$ cat config.mk
export PLATFORM = sky130hd
export DESIGN_NAME = wp_filter
export DESIGN_NICKNAME = d
export VERILOG_FILES = /design/src/rtl/wp_pkg.sv /design/src/rtl/wp_mask_regs.sv /design/src/rtl/wp_page_guard.sv /design/src/rtl/wp_erase_seq.sv /design/src/rtl/wp_filter.sv
export SDC_FILE = /design/constraint.sdc
export NUM_CORES = 1
export LEC_CHECK = 0
export BUFFER_PORTS_ARGS = -buffer_cell sky130_fd_sc_hd__buf_2
export CORE_UTILIZATION = 49
export CTS_CLUSTER_DIAMETER = 100
export DETAILED_ROUTE_END_ITERATION = 6
export GPL_ROUTABILITY_DRIVEN = 0
export PLACE_DENSITY_LB_ADDON = 0.3
export SLEW_MARGIN = 20
export SYNTH_ARGS = -nofsm -noshare
export SYNTH_HDL_FRONTEND = slang
export SYNTH_HIERARCHICAL = 1
export SYNTH_SLANG_ARGS = --single-unit
$ cat constraint.sdc
create_clock -name clk -period 2.8 [get_ports clk]
set_clock_uncertainty 0.1 [all_clocks]
set_input_delay 0.28 -clock clk [delete_from_list [all_inputs] [get_ports clk]]
set_output_delay 0.28 -clock clk [all_outputs]
set_load 0.02 [all_outputs]
$ cat src/rtl/wp_pkg.sv
package wp_pkg;
    typedef enum logic [1:0] {
        ER_IDLE   = 2'd0,
        ER_SWEEP  = 2'd1,
        ER_FINISH = 2'd2
    } erase_st_e;
endpackage

$ cat src/rtl/wp_mask_regs.sv
module wp_mask_regs #(
    parameter int PAGES = 64,
    parameter int REG_W = 32,
    localparam int NREGS = PAGES / REG_W,
    localparam int SEL_W = (NREGS > 1) ? $clog2(NREGS) : 1
) (
    input  logic             clk,
    input  logic             rst_n,
    input  logic             cfg_wr_en,
    input  logic [SEL_W-1:0] cfg_sel,
    input  logic [REG_W-1:0] cfg_wdata,
    output logic [REG_W-1:0] cfg_rdata,
    output logic [PAGES-1:0] mask
);
    // Set-only storage: ones are OR-ed in, only reset clears.
    always_ff @(posedge clk or negedge rst_n) begin
        if (!rst_n) begin
            mask <= '0;
        end else if (cfg_wr_en) begin
            for (int r = 0; r < NREGS; r++) begin
                if (cfg_sel == SEL_W'(r))
                    mask[r*REG_W +: REG_W] <= mask[r*REG_W +: REG_W] | cfg_wdata;
            end
        end
    end

    always_comb begin
        cfg_rdata = '0;
        for (int r = 0; r < NREGS; r++) begin
            if (cfg_sel == SEL_W'(r))
                cfg_rdata = mask[r*REG_W +: REG_W];
        end
    end
endmodule

$ cat src/rtl/wp_page_guard.sv
module wp_page_guard #(
    parameter int PAGES      = 64,
    parameter int PAGE_BYTES = 1024,
    localparam int PIDX_W = $clog2(PAGES),
    localparam int OFS_W  = $clog2(PAGE_BYTES),
    localparam int ADDR_W = PIDX_W + OFS_W
) (
    input  logic [PAGES-1:0]  mask,
    input  logic              bus_valid,
    input  logic              bus_we,
    input  logic [ADDR_W-1:0] bus_addr,
    output logic              pass_en,
    output logic              pass_we,
    output logic              reject
);
    logic [PIDX_W-1:0] page;
    logic              locked;

    assign page   = bus_addr[ADDR_W-1:OFS_W];
    assign locked = mask[page];

    always_comb begin
        pass_en = bus_valid;
        pass_we = bus_valid && bus_we && !locked;
        reject  = bus_valid && bus_we && locked;
    end
endmodule

$ cat src/rtl/wp_erase_seq.sv
module wp_erase_seq
    import wp_pkg::*;
#(
    parameter int WORDS = 16384,
    localparam int WA_W = $clog2(WORDS)
) (
    input  logic            clk,
    input  logic            rst_n,
    input  logic            erase_req,
    output logic            busy,
    output logic            done,
    output logic [WA_W-1:0] ers_addr
);
    erase_st_e          st_q, st_d;
    logic [WA_W-1:0]    cnt_q;
    logic               last;

    assign last = (cnt_q == WA_W'(WORDS - 1));

    // State register and word counter.
    always_ff @(posedge clk or negedge rst_n) begin
        if (!rst_n) begin
            st_q  <= ER_IDLE;
            cnt_q <= '0;
        end else begin
            st_q  <= st_d;
            cnt_q <= (st_q == ER_SWEEP && !last) ? cnt_q + 1'b1 : '0;
        end
    end

    // Next state.
    always_comb begin
        st_d = st_q;
        unique case (st_q)
            ER_IDLE:   if (erase_req) st_d = ER_SWEEP;
            ER_SWEEP:  if (last)      st_d = ER_FINISH;
            ER_FINISH:                st_d = ER_IDLE;
            default:                  st_d = ER_IDLE;
        endcase
    end

    // Outputs.
    always_comb begin
        busy     = 1'b0;
        done     = 1'b0;
        ers_addr = cnt_q;
        unique case (st_q)
            ER_IDLE:   ;
            ER_SWEEP:  busy = 1'b1;
            ER_FINISH: done = 1'b1;
            default:   ;
        endcase
    end
endmodule

$ cat src/rtl/wp_filter.sv
module wp_filter #(
    parameter int PAGES      = 64,
    parameter int PAGE_BYTES = 1024,
    parameter int REG_W      = 32,
    parameter int DATA_W     = 32,
    localparam int BE_W   = DATA_W / 8,
    localparam int NREGS  = PAGES / REG_W,
    localparam int SEL_W  = (NREGS > 1) ? $clog2(NREGS) : 1,
    localparam int ADDR_W = $clog2(PAGES) + $clog2(PAGE_BYTES),
    localparam int LSB_W  = $clog2(BE_W),
    localparam int WORDS  = PAGES * PAGE_BYTES / BE_W,
    localparam int WA_W   = ADDR_W - LSB_W
) (
    input  logic              clk,
    input  logic              rst_n,
    input  logic              cfg_wr_en,
    input  logic [SEL_W-1:0]  cfg_sel,
    input  logic [REG_W-1:0]  cfg_wdata,
    output logic [REG_W-1:0]  cfg_rdata,
    input  logic              bus_valid,
    input  logic              bus_we,
    input  logic [ADDR_W-1:0] bus_addr,
    input  logic [DATA_W-1:0] bus_wdata,
    input  logic [BE_W-1:0]   bus_be,
    output logic              bus_err,
    input  logic              erase_req,
    output logic              erase_busy,
    output logic              erase_done,
    output logic              sram_en,
    output logic              sram_we,
    output logic [WA_W-1:0]   sram_addr,
    output logic [DATA_W-1:0] sram_wdata,
    output logic [BE_W-1:0]   sram_be
);
    logic [PAGES-1:0] mask;
    logic             pass_en, pass_we, reject;
    logic [WA_W-1:0]  ers_addr;

    wp_mask_regs #(.PAGES(PAGES), .REG_W(REG_W)) u_regs (
        .clk(clk), .rst_n(rst_n), .cfg_wr_en(cfg_wr_en), .cfg_sel(cfg_sel),
        .cfg_wdata(cfg_wdata), .cfg_rdata(cfg_rdata), .mask(mask)
    );

    wp_page_guard #(.PAGES(PAGES), .PAGE_BYTES(PAGE_BYTES)) u_guard (
        .mask(mask), .bus_valid(bus_valid), .bus_we(bus_we), .bus_addr(bus_addr),
        .pass_en(pass_en), .pass_we(pass_we), .reject(reject)
    );

    wp_erase_seq #(.WORDS(WORDS)) u_erase (
        .clk(clk), .rst_n(rst_n), .erase_req(erase_req),
        .busy(erase_busy), .done(erase_done), .ers_addr(ers_addr)
    );

    // Port arbitration: the sweep wins and bypasses the mask.
    always_comb begin
        if (erase_busy) begin
            sram_en    = 1'b1;
            sram_we    = 1'b1;
            sram_addr  = ers_addr;
            sram_wdata = '0;
            sram_be    = '1;
            bus_err    = 1'b0;
        end else begin
            sram_en    = pass_en;
            sram_we    = pass_we;
            sram_addr  = bus_addr[ADDR_W-1:LSB_W];
            sram_wdata = bus_wdata;
            sram_be    = bus_be;
            bus_err    = reject;
        end
    end
endmodule

## Word level (Yosys, flattened, before mapping)

Cells that the tools add are included.

- Output and inout port bits: 87
- Word-level logic and storage cells: 39
- Bits in registers: 80
- Input port bits: 91

- Reductions and logical operators: 10
- Bitwise operators: 3
- Equality and inequality tests: 5
- Multiplexer cells: 15
- Order comparisons: 1
- $add $sub $neg: 1

Operators with widths:

| kind | number |
|---|---|
| 2-to-1 mux 32 bit | 2 |
| OR 32 bit | 2 |
| 2-to-1 mux 14 bit | 2 |
| adder 14 x 1 -> 14 bit (second input constant) | 1 |
| equality test 14 bit (second input constant) | 1 |
| < comparator 6 x 7 -> 1 bit (second input constant) | 1 |
| binary-select mux 1 bit (select 6 bit) | 1 |
| 2-to-1 mux 1 bit | 6 |
| AND reduction 2 bit | 3 |
| logical AND 1 bit | 4 |
| 2-to-1 mux 2 bit | 2 |
| 2-to-1 mux 4 bit | 1 |
| one-hot mux 2 bit (2 select lines) | 1 |
| equality test 2 x 1 -> 1 bit (second input constant) | 1 |
| equality test 2 bit (second input constant) | 1 |
| logical NOT 1 bit | 2 |
| logical NOT 2 bit | 1 |
| inequality test 2 x 1 -> 1 bit (second input constant) | 1 |
| inequality test 2 bit (second input constant) | 1 |
| NOT 1 bit | 1 |

## Longest topological paths before layout

Gate-level depths: netlist of run 1.

- Depth in word-level cells: 5
- Gate-level depth with buffers: 8

## Modules after synthesis

Netlist of run 1, hierarchy kept.

Modules (own cells, without submodules):

| module | area each (µm²) | sequential area each (µm²) | cells each | instances |
|---|---|---|---|---|
| wp_mask_regs | 2,575.0 | 1,601.5 | 174 | 1 |
| wp_erase_seq | 768.2 | 400.4 | 75 | 1 |
| wp_page_guard | 560.5 | 0.0 | 41 | 1 |
| wp_filter | 506.7 | 0.0 | 59 | 1 |

## Least setup slack after synthesis of run 1

Ideal clock, no wire load.

- Kind: input to output
- From: input port bus_addr[11]
- To: output port sram_we
- Path buffers: 1
- Stages on the path: 7
- Setup slack: 0.514 ns
- Data required time: 2.420 ns
- Data arrival time: 1.906 ns
- Cells stage by stage: buf_6 -> mux4_2 -> mux4_2 -> a2bb2oi_1 -> a22oi_2 -> and2b_1 -> or2_2

- Cells in the longest elaborated chain, start to end: 5

RTL lines:

| what | RTL line | RTL |
|---|---|---|
| from (decl) | wp_filter.sv:22 | `input logic [ADDR_W-1:0] bus_addr,` |
| binary-select mux 1 bit (select 6 bit) | wp_page_guard.sv:20 | `assign locked = mask[page];` |
| 2-to-1 mux 1 bit (not written as such) | wp_page_guard.sv:20 |  |
| logical NOT 1 bit | wp_page_guard.sv:24 | `pass_we = bus_valid && bus_we && !locked;` |
| logical AND 1 bit | wp_page_guard.sv:24 |  |
| net pass_we | wp_filter.sv:36 | `logic pass_en, pass_we, reject;` |
| 2-to-1 mux 1 bit | wp_filter.sv:56 | `if (erase_busy) begin` |
| to (decl) | wp_filter.sv:30 | `output logic sram_we,` |

The timed path passes the listed nets, and every way through them passes these cells. The select of a mux whose other input is x is not followed.

## Worst setup path in the final report of run 1

- From: register u_regs.mask[3]
- To: output port bus_err

- Cells in the longest elaborated chain, start to end: 4

RTL lines:

| what | RTL line | RTL |
|---|---|---|
| from (decl) | wp_mask_regs.sv:13 | `output logic [PAGES-1:0] mask` |
| from (signal, indexed assignment) | wp_mask_regs.sv:22 | `mask[r*REG_W +: REG_W] <= mask[r*REG_W +: REG_W] \| cfg_wdata;` |
| binary-select mux 1 bit (select 6 bit) | wp_page_guard.sv:20 |  |
| 2-to-1 mux 1 bit (not written as such) | wp_page_guard.sv:20 |  |
| logical AND 1 bit | wp_page_guard.sv:25 | `reject = bus_valid && bus_we && locked;` |
| net reject | wp_filter.sv:36 |  |
| 2-to-1 mux 1 bit | wp_filter.sv:56 |  |
| to (decl) | wp_filter.sv:25 | `output logic bus_err,` |

The timed path passes the listed nets, and every way through them passes these cells. The select of a mux whose other input is x is not followed.

==> impl_metrics.ini, run 1 <==
[run_status]
status = complete, but fails checks
failed_checks = setup timing

[pwr]
internal_power_mw = 1.82
clkPwrFrac = 0.421
p_per_area_nw_per_um2 = 421
pwr-share-seq = 0.500
switchingPower_uw = 496
leakagePower_nw = 2.31
switching_share = 0.214
combinationalPowerShare = 0.080
vdd_drop_max_mv = 0.302

[die]
num_io_pins = 178
coreArea_um2 = 8720
start_util = 0.506
die_h_um = 96.9
die_w_um = 96.9
rows = 34
die_area_um2 = 9380

[setup_path]
cp_max_fo = 3
crit_required_ns = 2.42
r2r-start = u_erase/ers_addr[0]
crit_path_end_kind = output port
arrival_ns = 2.46
r2r_cells = 5
startpoint_type = register
startpoint = u_regs/mask[3]
critical_path_class = register to output port

[timing]
timing.fmax_mhz = 353
drv_slew = 0
rsz0062_at_grt = yes
maxSlewHeadroom = 0.436
worstMarginPinSlew_ns = 0.846
tns_ns = -0.0598
period_minus_slack_ns = 2.84
finalCritPeriodShare = 1.01
setup_viol = 2
finalHoldViolations = 0
fin_ws_ns = -0.0359

[finish]
diodes = 0
final_cells = 630
final_core_util = 0.631
final_layout_size_suffix_gt1_frac = 0.521
area_delta_synth_final_pct = 24.8
layout.nets = 611

[synth]
synth_area_leader_cell = dfrtp_1
async_reset_ff_frac = 1.00
ys_types = 38
syn_area_um2 = 4410
synth_flop_cell = dfrtp_1
ys_top_cells_by_count = dfrtp_1 (80), a21o_1 (64), nor2b_1 (37)
syn_nets = 441
synth-adder-area-share = 0.00284
synth_seq_cells = 80
ys_seq_area_frac = 0.454
synthCells = 349
yosys.area_share.simple = 0.119
yosysMostFrequentCell = dfrtp_1
synth_warnings = 6
synth_top_family_by_area = multiplexers
syn_avg_cell_area_um2 = 12.6
synthMuxAreaShare = 0.227
yosys-top-cells-area = dfrtp_1 (45%), a21o_1 (11%), mux2_2 (8.9%), mux4_2 (8.7%), nor2b_1 (5.2%)
synthXorXnorAreaFrac = 0.0238
synth_top_cell_area_share = 0.454
synth_compound_area_frac = 0.119
synth_edf_count = 0

[grt]
grt_pass1_wl_mm = 18.5
grt_overflow = 0
grt_pass1_vias = 3510
antenna_found_initial = 0
grt_util_all_layers = 0.252
grt_max_degree = 81

[drt]
vias_per_cell = 5.42
drt_iter0_drc = 188
dr.pass1.iters = 4
postRouteAntennaNets = 0
post-route-drc-count = 0
vias = 3415
wirelength_mm = 11.5
wire_per_inst_um = 18.2

[placement]
io_buffers = 175
dp.cells = 615
hpwl_mm = 8.58

[worst_hold_path]
hold_start = cfg_wdata[28]
hold_path.class = primary input to register
hold_depth = 2

[clock_network]
cts-root-buf = clkbuf_8
cts_tree = yes
htree_levels = 3
path_clk_slew_ns = 0.08
clkLatencyLatePin_ns = 0.34
cts.sinks = 80
cts_buffer_depth = 2
cts_setup_buffers = 0
numCtsBuffers = 9

[run]
drv_cap = 0
timing repair:
action | in CTS | in global routing
endpoints found under the setup margin | 2 | 2
hold buffers | 0 | 1
hold endpoints to repair | 0 | 80
gates resized for setup | 2 | 2
state kept, by name, summed over array words and instances (netlist names):
| signal | flops |
|---|---|
| u_regs/mask | 64 |
| u_erase/ers_addr | 14 |
| u_erase/st_q | 2 |
power by group through the flow:
stage	clock, mW	combinational [mW]	sequential, mW
after CTS	0.992	0.185	1.16
after global placement	0	0.181	1.18
final	0.975	0.184	1.16
after global routing	1.05	0.201	1.16
after detailed placement	0	0.184	1.18
after floorplan	0	0.0835	1.18
worst max-delay path: stages, from the launching register on:
cell and delay, ns:
dfrtp_1 0.41, mux4_2 0.50, mux4_2 0.47, a2bb2oi_2 0.15
a22oi_2 0.21, nor2_1 0.07, nor2b_1 0.13, buf_2 0.18
worst paths after layout:
path / slack (ns) / end
setup / recovery: -0.04 / bus_err
hold / removal: 0.05 / u_regs/mask[60]
setup reg to reg: 0.83 / u_erase/ers_addr[11]
hold reg to reg: 0.38 / u_regs/mask[6]
max in group asynchronous: 1.66 / u_regs/mask[6]
min in group asynchronous: 0.43 / u_erase/ers_addr[5]
area by class of cell:
type	instances	area, um2
Clock buffer	10	128
Clock inverter	4	95.1
Fill cell	723	3220
Inverter	4	15.0
Multi-Input combinational cell	241	2180
Sequential cell	80	2000
Tap cell	108	135
Timing Repair Buffer	183	951
placed cells by master, fill, tap and decap left out, types with 2 or more instances in the layout:
| cell type | synthesis | layout |
|---|---|---|
| dfrtp_1 | 80 | 80 |
| buf_6 | 13 | 2 |
| nand4_1 | 4 | 4 |
| buf_2 | 6 | 173 |
| mux4_2 | 17 | 17 |
| a21o_1 | 64 | 64 |
| nor2b_1 | 37 | 36 |
| nor3_1 | 2 | 2 |
| nor2_1 | 18 | 18 |
| xnor2_1 | 6 | 6 |
| inv_1 | 4 | 3 |
| clkbuf_8 | 0 | 9 |
| or2_2 | 3 | 2 |
| buf_4 | 4 | 7 |
| nand2_1 | 6 | 6 |
| xor2_1 | 6 | 6 |
| nand3_1 | 5 | 5 |
| mux2_2 | 35 | 35 |
| mux2i_1 | 6 | 6 |
| bufinv_16 | 0 | 3 |
| nor4_1 | 2 | 2 |
| or2_1 | 3 | 3 |
| mux2_4 | 11 | 11 |
logic make-up after synthesis:
logic type,after synthesis
compound gates,69
xor+xnor,12
fa+ha+maj,1
buf+inv,28
flops,80
mux,69
simple gates,90
stage by stage:
step                      setup WS [ns]  power, mW  instance area, um2  hold WS (ns)
final                           -0.0359       2.32                5500        0.0483
after global routing             -0.129       2.41                5500        0.0400
after CTS                       -0.0341       2.34                5480        0.0387
after detailed placement          0.226       1.37                5250         0.363
after global placement            0.215       1.36                5250         0.355
after floorplan                   0.514       1.26                4410        -0.116
layer usage:
layer | part of all wire | vias up | track usage
li1 | - | 1578 | -
met1 | 0.42 | 1694 | 0.332
met5 | 0 | - | 0
met4 | 0.0085 | 0 | 0.0540
met2 | 0.52 | 134 | 0.436
met3 | 0.050 | 9 | 0.0441
(Power assumes the default switching activity.)
==> run 2, diff against run 1 <==
- REMOVE_ABC_BUFFERS: not set -> 1
==> impl_metrics.ini, run 2 (synthesis gave the netlist of run 1 again) <==
[grt]
use_met3 = 0.0621
grt.busiest_layer = met2
grt_pass1_wl_mm = 18.0
grt_max_degree = 81
grt_util_all_layers = 0.243
grt_overflow = 0
use_met2 = 0.431
grtUsageMet1 = 0.287
antenna_found_initial = 0
grt_pass1_vias = 3645

[timing]
fin_ws_ns = -0.0664
worstMarginPinSlew_ns = 0.831
hold_ws_ns = 0.0178
finalCritPeriodShare = 1.02
finalHoldViolations = 0
period_minus_slack_ns = 2.87
maxSlewHeadroom = 0.446
setup_viol = 2
timing.fmax_mhz = 349
rsz0062_at_grt = yes
drv_slew = 0

[run]
drv_cap = 0

[setup_path]
r2r-start = u_erase/ers_addr[0]
startpoint = u_regs/mask[22]
r2r_slack_ns = 0.79
crit_path_end_kind = output port
crit_chain = mux4_2, mux4_2, a2bb2oi_2, a22oi_2, and2b_1, or2_4, buf_6
cp_max_fo = 2
r2r_cells = 5
startpoint_type = register
r2r-end = u_erase/ers_addr[5]
crit_required_ns = 2.42
cp_slowest_cell = mux4_2
critical_path_class = register to output port
endpoint = sram_we
arrival_ns = 2.49
cpMostUsedCell = mux4_2
cpPeakStageDelay_ns = 0.50

[die]
rows = 34
start_util = 0.506
die_area_um2 = 9380
die_w_um = 96.9
num_io_pins = 178
die_h_um = 96.9
coreArea_um2 = 8720

[pwr]
combinationalPowerShare = 0.085
leakagePower_nw = 2.33
internal_power_mw = 1.69
clkPwrFrac = 0.397
switching_share = 0.244
p_per_area_nw_per_um2 = 402
pwr-share-seq = 0.518
switchingPower_uw = 546
vdd_drop_max_mv = 0.285

[finish]
diodes = 0
area_delta_synth_final_pct = 26.0
final_common_cell = buf_2
final_cell_mix = buf_2 (172), dfrtp_1 (80), a21o_1 (64), mux2_2 (35), nor2b_1 (35)
largest_reg_flops = 64
final_cells = 637
multi_input_area_um2 = 2190
top_register = u_regs/mask
fillCellCount = 731
final_layout_size_suffix_gt1_frac = 0.531
layout.nets = 616
seq_area_um2 = 2000

[drt]
postRouteAntennaNets = 0
post-route-drc-count = 0
drt_iter0_drc = 134
dr.pass1.iters = 4
vias_per_cell = 5.50
wire_per_inst_um = 17.4
wirelength_mm = 11.1
vias = 3504

[clock_network]
clkLatencyLatePin_ns = 0.35
cts.sinks = 80
htree_levels = 3
cts_buffer_depth = 2
numCtsBuffers = 9
cts-root-buf = clkbuf_8
cts_tree = yes
path_clk_slew_ns = 0.08

[worst_hold_path]
hold_path.class = primary input to register

[run_status]
failed_checks = setup timing
status = complete, but fails checks

[placement]
dp.cells = 615
hpwl_mm = 8.17
io_buffers = 175
run 2: cell types whose count changed in the layout (fill, tap and decap cells not counted), sizes merged:
cell and change:
buf +5, bufinv -2, clkbuf +1, clkinvlp +1, inv +2
run 2: metal layers:
metal | share of wire | vias to the layer above
li1 | - | 1592
met1 | 0.40 | 1751
met2 | 0.51 | 144
met3 | 0.068 | 17
met4 | 0.022 | 0
met5 | 0 | -
run 2: through the flow:
stage | area [um2] | utilization | power (mW) | setup TNS [ns] | setup slack [ns]
after floorplan | 4180 | - | 1.23 | 0 | 0.287
after global placement | 5250 | 0.602 | 1.36 | 0 | 0.157
after detailed placement | 5250 | 0.602 | 1.37 | 0 | 0.113
after CTS | 5520 | 0.633 | 2.26 | -0.220 | -0.124
after global routing | 5560 | 0.637 | 2.32 | -0.272 | -0.152
final | 5560 | 0.637 | 2.24 | -0.112 | -0.0664
run 2: timing repair:
item                                    in CTS  in global routing
endpoints found under the setup margin       2                  2
resized for setup                            9                  0
pin swaps                                    2                  1
hold buffers                                 0                  1
buffers inserted                             4                  0
hold endpoints to repair                     0                 19
run 2: power by group through the flow:
stage          Combinational [mW]  Sequential [mW]  Clock (mW)
6_report                    0.190             1.16       0.888
5_1_grt                     0.207             1.16       0.957
4_1_cts                     0.187             1.16       0.913
3_5_place_dp                0.185             1.18           0
3_3_place_gp                0.181             1.18           0
2_1_floorplan              0.0481             1.18           0
run 2: critical path: cells and delay by family (launching register included):
family	cells	cell delay, ns
multiplexers	2	0.97
flip-flops	1	0.41
AND/OR/NAND/NOR	2	0.27
buffers and inverters	1	0.11
AO/OA/AOI/OAI	2	0.37
run 2: cell type report:
cell class / instances / area share
multi-input combinational: 241 / 0.394
sequential: 80 / 0.360
timing repair buffer: 188 / 0.182
clock buffer: 11 / 0.0254
tap: 108 / 0.0243
clock inverter: 5 / 0.0115
inverter: 4 / 0.00270
run 2: worst min path at each step:
stage | start | to | slack, ns | depth (start not counted)
3_5_place_dp | u_regs/mask[6] | u_regs/mask[6] | 0.36 | 1
2_1_floorplan | rst_n | u_erase/ers_addr[0] | -0.12 | 0
4_1_cts | erase_req | u_erase/st_q[0] | 0.004 | 3
6_report | erase_req | u_erase/st_q[0] | 0.02 | 3
3_3_place_gp | u_regs/mask[55] | u_regs/mask[55] | 0.35 | 1
5_1_grt | cfg_wdata[20] | u_regs/mask[20] | 0.02 | 2
